### src/rtl/i2c_am_pkg.sv
package i2c_am_pkg;
  localparam int BYTE_W = 8;
  localparam int A7_W   = BYTE_W - 1;
  localparam int A10_W  = BYTE_W + 2;
  localparam logic [4:0] HDR10 = 5'b11110;

  typedef enum logic [1:0] {
    MODE_NONE = 2'd0,
    MODE_A7   = 2'd1,
    MODE_GC   = 2'd2,
    MODE_A10  = 2'd3
  } mode_e;

  typedef enum logic [2:0] {
    ST_IDLE, ST_ADDR1, ST_ADDR2, ST_RX, ST_TX, ST_SKIP
  } state_e;

  typedef struct packed {
    logic ackSet;
    logic loadTx;
    logic txStop;
  } ctl_s;
endpackage

### src/rtl/i2c_am_dp.sv
module i2c_am_dp
  import i2c_am_pkg::*;
#(
  parameter int SYNC_STAGES = 2
) (
  input  logic              clk,
  input  logic              rstN,
  input  logic              sclIn,
  input  logic              sdaIn,
  input  ctl_s              ctl,
  input  logic [BYTE_W-1:0] txData,
  output logic              evStart,
  output logic              evStop,
  output logic              evFall,
  output logic              byteDone,
  output logic              ackRise,
  output logic              ackSda,
  output logic [BYTE_W-1:0] rxByte,
  output logic [BYTE_W-1:0] rxShift,
  output logic              sdaOe
);
  localparam int CNT_W = $clog2(BYTE_W + 1);
  localparam logic [CNT_W-1:0] CNT_LAST = CNT_W'(BYTE_W - 1);
  localparam logic [CNT_W-1:0] CNT_ACK  = CNT_W'(BYTE_W);

  logic sclQ, sdaQ, sclP, sdaP;
  logic evRise;
  logic [CNT_W-1:0] bitCnt;
  logic ackNext, txActive;
  logic [BYTE_W-1:0] txSh;

  // input synchronizer, depth chosen by parameter
  generate
    if (SYNC_STAGES == 1) begin : g_sync1
      always_ff @(posedge clk or negedge rstN) begin
        if (!rstN) begin
          sclQ <= 1'b1;
          sdaQ <= 1'b1;
        end else begin
          sclQ <= sclIn;
          sdaQ <= sdaIn;
        end
      end
    end else begin : g_syncN
      logic [SYNC_STAGES-1:0] sclSync, sdaSync;
      always_ff @(posedge clk or negedge rstN) begin
        if (!rstN) begin
          sclSync <= '1;
          sdaSync <= '1;
        end else begin
          sclSync <= {sclSync[SYNC_STAGES-2:0], sclIn};
          sdaSync <= {sdaSync[SYNC_STAGES-2:0], sdaIn};
        end
      end
      assign sclQ = sclSync[SYNC_STAGES-1];
      assign sdaQ = sdaSync[SYNC_STAGES-1];
    end
  endgenerate

  always_ff @(posedge clk or negedge rstN) begin
    if (!rstN) begin
      sclP <= 1'b1;
      sdaP <= 1'b1;
    end else begin
      sclP <= sclQ;
      sdaP <= sdaQ;
    end
  end

  assign evRise  = sclQ & ~sclP;
  assign evFall  = ~sclQ & sclP;
  assign evStart = sclQ & sclP & sdaP & ~sdaQ;
  assign evStop  = sclQ & sclP & ~sdaP & sdaQ;

  assign byteDone = evRise && (bitCnt == CNT_LAST);
  assign ackRise  = evRise && (bitCnt == CNT_ACK);
  assign ackSda   = sdaQ;
  assign rxByte   = {rxShift[BYTE_W-2:0], sdaQ};

  // bit counter and receive shifter
  always_ff @(posedge clk or negedge rstN) begin
    if (!rstN) begin
      bitCnt  <= '0;
      rxShift <= '0;
    end else if (evStart || evStop) begin
      bitCnt <= '0;
    end else if (evRise) begin
      if (bitCnt == CNT_ACK) begin
        bitCnt <= '0;
      end else begin
        bitCnt  <= bitCnt + 1'b1;
        rxShift <= rxByte;
      end
    end
  end

  // transmit shifter and open-drain control
  always_ff @(posedge clk or negedge rstN) begin
    if (!rstN) begin
      ackNext  <= 1'b0;
      txActive <= 1'b0;
      txSh     <= '0;
      sdaOe    <= 1'b0;
    end else if (evStart || evStop) begin
      ackNext  <= 1'b0;
      txActive <= 1'b0;
      sdaOe    <= 1'b0;
    end else begin
      if (ctl.ackSet)      ackNext <= 1'b1;
      else if (ackRise)    ackNext <= 1'b0;

      if (ctl.loadTx)      txActive <= 1'b1;
      else if (ctl.txStop) txActive <= 1'b0;

      if (ctl.loadTx) begin
        txSh <= txData;
      end else if (evFall && txActive && (bitCnt < CNT_ACK)) begin
        txSh <= {txSh[BYTE_W-2:0], 1'b1};
      end

      if (evFall) begin
        if (bitCnt == CNT_ACK)  sdaOe <= ackNext;
        else if (txActive)      sdaOe <= ~txSh[BYTE_W-1];
        else                    sdaOe <= 1'b0;
      end
    end
  end
endmodule

### src/rtl/i2c_am_ctl.sv
module i2c_am_ctl
  import i2c_am_pkg::*;
(
  input  logic              clk,
  input  logic              rstN,
  input  logic              evStart,
  input  logic              evStop,
  input  logic              byteDone,
  input  logic              ackRise,
  input  logic              ackSda,
  input  logic [BYTE_W-1:0] rxByte,
  input  logic [A7_W-1:0]   cfgAddr7,
  input  logic [A10_W-1:0]  cfgAddr10,
  input  logic              cfgTenEn,
  input  logic              cfgGcEn,
  output ctl_s              ctl,
  output mode_e             matchMode,
  output logic              readDir,
  output logic              rxValid,
  output logic              txTaken
);
  state_e state, nxtState, pendSt, nxtPend;
  mode_e  nxtMode;
  logic   nxtDir, tenOk, nxtTen, rxPulse;
  logic   hdrHit;

  assign hdrHit = cfgTenEn && (rxByte[BYTE_W-1:3] == HDR10) &&
                  (rxByte[2:1] == cfgAddr10[A10_W-1:BYTE_W]);

  always_comb begin
    nxtState   = state;
    nxtPend    = pendSt;
    nxtMode    = matchMode;
    nxtDir     = readDir;
    nxtTen     = tenOk;
    rxPulse    = 1'b0;
    ctl        = '0;

    if (byteDone) begin
      case (state)
        ST_ADDR1: begin
          nxtTen  = 1'b0;
          nxtPend = ST_SKIP;
          if (rxByte[BYTE_W-1:1] == cfgAddr7) begin
            ctl.ackSet = 1'b1;
            nxtMode    = MODE_A7;
            nxtDir     = rxByte[0];
            nxtPend    = rxByte[0] ? ST_TX : ST_RX;
          end else if (cfgGcEn && (rxByte == '0)) begin
            ctl.ackSet = 1'b1;
            nxtMode    = MODE_GC;
            nxtDir     = 1'b0;
            nxtPend    = ST_RX;
          end else if (hdrHit && !rxByte[0]) begin
            ctl.ackSet = 1'b1;
            nxtDir     = 1'b0;
            nxtPend    = ST_ADDR2;
          end else if (hdrHit && rxByte[0] && tenOk) begin
            ctl.ackSet = 1'b1;
            nxtMode    = MODE_A10;
            nxtDir     = 1'b1;
            nxtTen     = 1'b1;
            nxtPend    = ST_TX;
          end
        end
        ST_ADDR2: begin
          if (rxByte == cfgAddr10[BYTE_W-1:0]) begin
            ctl.ackSet = 1'b1;
            nxtMode    = MODE_A10;
            nxtTen     = 1'b1;
            nxtPend    = ST_RX;
          end else begin
            nxtTen  = 1'b0;
            nxtPend = ST_SKIP;
          end
        end
        ST_RX: begin
          ctl.ackSet = 1'b1;
          rxPulse    = 1'b1;
          nxtPend    = ST_RX;
        end
        default: ;
      endcase
    end

    if (ackRise) begin
      if (state == ST_TX) begin
        if (!ackSda) begin
          ctl.loadTx = 1'b1;
        end else begin
          ctl.txStop = 1'b1;
          nxtState   = ST_SKIP;
        end
      end else if (state == ST_ADDR1 || state == ST_ADDR2 || state == ST_RX) begin
        nxtState   = pendSt;
        ctl.loadTx = (pendSt == ST_TX);
      end
    end

    if (evStart) begin
      nxtState = ST_ADDR1;
      nxtMode  = MODE_NONE;
      nxtDir   = 1'b0;
      ctl      = '0;
      rxPulse  = 1'b0;
    end else if (evStop) begin
      nxtState = ST_IDLE;
      nxtMode  = MODE_NONE;
      nxtDir   = 1'b0;
      nxtTen   = 1'b0;
      ctl      = '0;
      rxPulse  = 1'b0;
    end
  end

  always_ff @(posedge clk or negedge rstN) begin
    if (!rstN) begin
      state     <= ST_IDLE;
      pendSt    <= ST_SKIP;
      matchMode <= MODE_NONE;
      readDir   <= 1'b0;
      tenOk     <= 1'b0;
      rxValid   <= 1'b0;
      txTaken   <= 1'b0;
    end else begin
      state     <= nxtState;
      pendSt    <= nxtPend;
      matchMode <= nxtMode;
      readDir   <= nxtDir;
      tenOk     <= nxtTen;
      rxValid   <= rxPulse;
      txTaken   <= ctl.loadTx;
    end
  end
endmodule

### src/rtl/i2c_am_top.sv
module i2c_am_top
  import i2c_am_pkg::*;
#(
  parameter int SYNC_STAGES = 2
) (
  input  logic              clk,
  input  logic              rstN,
  input  logic              sclIn,
  input  logic              sdaIn,
  input  logic [A7_W-1:0]   cfgAddr7,
  input  logic [A10_W-1:0]  cfgAddr10,
  input  logic              cfgTenEn,
  input  logic              cfgGcEn,
  input  logic [BYTE_W-1:0] txData,
  output logic              sdaOe,
  output logic [1:0]        matchMode,
  output logic              readDir,
  output logic [BYTE_W-1:0] rxData,
  output logic              rxValid,
  output logic              txTaken
);
  ctl_s              ctl;
  logic              evStart, evStop, evFall, byteDone, ackRise, ackSda;
  logic [BYTE_W-1:0] rxByte;
  mode_e             modeQ;

  i2c_am_dp #(.SYNC_STAGES(SYNC_STAGES)) dp_i (
    .clk, .rstN, .sclIn, .sdaIn, .ctl, .txData,
    .evStart, .evStop, .evFall, .byteDone, .ackRise, .ackSda,
    .rxByte, .rxShift(rxData), .sdaOe
  );

  i2c_am_ctl ctl_i (
    .clk, .rstN, .evStart, .evStop, .byteDone, .ackRise, .ackSda,
    .rxByte, .cfgAddr7, .cfgAddr10, .cfgTenEn, .cfgGcEn,
    .ctl, .matchMode(modeQ), .readDir, .rxValid, .txTaken
  );

  assign matchMode = modeQ;
endmodule

### config.mk
export PLATFORM = sky130hd
export DESIGN_NAME = i2c_am_top
export DESIGN_NICKNAME = d
export VERILOG_FILES = /design/src/rtl/i2c_am_pkg.sv /design/src/rtl/i2c_am_dp.sv /design/src/rtl/i2c_am_ctl.sv /design/src/rtl/i2c_am_top.sv
export SDC_FILE = /design/constraint.sdc
export NUM_CORES = 1
export LEC_CHECK = 0
export ABC_AREA = 1
export CAP_MARGIN = 20
export CORE_MARGIN = 1
export CORE_UTILIZATION = 40
export DETAILED_ROUTE_END_ITERATION = 6
export DONT_BUFFER_PORTS = 1
export GPL_TIMING_DRIVEN = 1
export SLEW_MARGIN = 20
export SYNTH_ARGS = -nofsm -noshare
export SYNTH_HDL_FRONTEND = slang
export SYNTH_SLANG_ARGS = --single-unit
### constraint.sdc
create_clock -name clk -period 4.14 [get_ports clk]
set_clock_uncertainty 0.15 [all_clocks]
set_input_delay 0.828 -clock clk [delete_from_list [all_inputs] [get_ports clk]]
set_output_delay 0.828 -clock clk [all_outputs]
set_load 0.1 [all_outputs]
==> flow_summary.toml <==
[global_route]
first_global_vias = 1771
antenna_found_initial = 0
track_usage_pct = 16.5
grt-ovfl-total = 0
grt_pass1_wl_um = 7860
grt_max_degree = 42

[placed_design]
io_buffer_count = 0
place_inst = 364
gp_congestion = 0.816
dp_hpwl_um = 3510

[worst_setup_path]
r2r_slack_ps = 1800
worstSetupPathType = "flop to primary output"
critPathMaxFanout = 7
r2r_start = "dp_i.rxShift[3]$_DFFE_PN0P_"
setup.worst_path.end = "rxData[1]"
cp-startpoint = "dp_i.rxShift[1]$_DFFE_PN0P_"
r2r_end = "ctl_i.readDir$_DFFE_PN0P_"
worst-r2r-cell-count = 10
path_depth = 0
worstSetupStartpointType = "flop"
critPathArrivalTime_ps = 1400
endpoint_kind = "primary output"
required_ps = 3160

[drt]
first_pass_iters = 4
drtIter0Drc = 73
routed_wl_um = 4630
met2WireLength_um = 2210
wl_per_cell_um = 12.5
top_layer = "met4"
dr_wl_met3_um = 206
dr_total_vias = 1804
via_per_inst = 4.85
ant_nets = 0
wl_met1_um = 2160
drcViolationCount = 0

[power]
finalPower_w = 0.00123
peakVddDrop_mv = 0.295
power_density_nw_per_um2 = 492
p_leak_nw = 1.20

[clock_tree]
cts-root-buf = "clkbuf_8"
cts_num_sinks = 41
cts_tree = "built"
path_clk_slew_ps = 80
cts_resized = 0
post_cts.repair.setup_buffers = 0
cts_buffers = 5
ctsHoldBuffers = 0
clockBufferDepth = 2
insertion_delay_ps = 300
h-tree-depth = 2

[min_path]
hp-class = "input pin to asynchronous set/reset pin"

[cells_and_area]
synthToLayoutAreaGrowth_pct = 7.58
layout.cells.non_filler = 372
drive_gt1_share_pct = 15.0
nets = 332
antenna_cells = 0
fillers = 584

[sta]
worst_slew_pin_slew_ps = 1130
rsz0062_at_grt = "false"
period_needed_ps = 2380
finalSetupViolCount = 0
post-route-period-util_pct = 57.4
slew_headroom_pct = 24.5
hold_viol = 0
final_max_slew_viol_count = 0
fmax_mhz = 421
tns_ps = 0

[synthesis]
synth.top_cells.by_count = "nand2_1 (86), dfrtp_1 (33), inv_1 (32), nor2_1 (23), nand3_1 (19)"
synthDistinctLibCells = 38
synth_area_leaders = "dfrtp_1 (35%), nand2_1 (14%), dfstp_2 (9.0%)"
syn_avg_cell_area_um2 = 7.86
syn_inst = 296
synthDominantCellAreaShare_pct = 35.5
syn_nets = 329
yosysMostFrequentCell = "nand2_1"
synth-edff-count = 0
syn_area_um2 = 2330
synth_ff_type = "dfrtp_1"
synth-seq-cells = 41
synth-warning-count = 0
yosysSeqAreaShare_pct = 44.5
ys_async_sr_fraction_pct = 100
yosysTopAreaCell = "dfrtp_1"

[floorplan]
io_pins = 45
die-width_um = 78.3
die_area_um2 = 6130
rows = 27
initial_core_util_pct = 42.0
die_y_um = 78.3
core_area_um2 = 5540

[job]
cap_violations = 0

[status]
outcome = "finished clean"
-- cell usage in the layout, fill, tap and decap left out, drive strengths merged, types with 2 or more instances in the layout --
master and instances:
a21oi 8, clkbuf 5, dfrtp 33, dfstp 8, ha 2, inv 40, nand2 90, nand3 22
nand4 7, nor2 32, nor3 4, o211ai 2, o21ai 19, o22ai 4, xnor2 9, xor2 6
-- kinds of logic (layout without fill, tap and decap cells) --
group | after synthesis | in the layout | share of synthesized area, %
buf+inv | 44 | 48 | 7.69
flops | 41 | 41 | 44.5
xor+xnor | 15 | 15 | 5.65
compound gates | 37 | 37 | 9.14
simple gates | 157 | 157 | 31.9
fa+ha+maj | 2 | 2 | 1.08
-- flip-flops by register name, indices dropped and copies added, names as in the netlist, 2 cells and up --
signal and count:
dp_i.g_syncN.sclSync 2, ctl_i.pendSt 3, dp_i.rxShift 8, dp_i.bitCnt 4
ctl_i.state 3, dp_i.g_syncN.sdaSync 2, ctl_i.matchMode 2, dp_i.txSh 8
-- area by class of cell --
type                            instances  area, µm²  area share (%)
Inverter                               40        150            6.00
Multi-Input combinational cell        211       1110            44.4
Sequential cell                        41       1040            41.4
Clock inverter                          3       46.3            1.85
Tap cell                               72       90.1            3.60
Clock buffer                            5       68.8            2.75
-- layer usage --
layer  up-vias  global-route usage [%]
met1       815                    20.2
met3         7                    4.88
met4         0                    5.74
met5         -                       0
li1        944                       -
met2        38                    27.6
-- metrics by stage --
stage | hold slack, ps | worst slack, ps | area, µm² | util [%]
finish | 66.3 | 1760 | 2500 | 45.2
detailed placement | 198 | 1810 | 2390 | 43.1
global route | 48.5 | 1610 | 2500 | 45.2
global placement | 196 | 1820 | 2390 | 43.1
CTS | 55.1 | 1750 | 2500 | 45.2
floorplan | 195 | 1960 | 2330 | -
-- report_power, final --
group | leakage [nW] | internal, W | switching, W
clock network | 0.0543 | 0.000180 | 0.000148
registers | 0.487 | 0.000452 | 0.000223
logic | 0.662 | 0.0000902 | 0.000138
total | 1.20 | 0.000722 | 0.000509
-- worst min-delay path by stage --
| stage | to | depth (start not counted) | start |
|---|---|---|---|
| finish | dp_i.ackNext$_DFFE_PN0P_ | 0 | rstN |
| global route | ctl_i.matchMode[0]$_DFFE_PN0P_ | 0 | rstN |
| CTS | dp_i.sdaOe$_DFFE_PN0P_ | 0 | rstN |
| detailed placement | dp_i.g_syncN.sdaSync[1]$_DFF_PN1_ | 0 | dp_i.g_syncN.sdaSync[0]$_DFF_PN1_ |
| global placement | dp_i.g_syncN.sclSync[1]$_DFF_PN1_ | 0 | dp_i.g_syncN.sclSync[0]$_DFF_PN1_ |
| floorplan | dp_i.g_syncN.sclSync[1]$_DFF_PN1_ | 0 | dp_i.g_syncN.sclSync[0]$_DFF_PN1_ |
(Power assumes the default switching activity.)
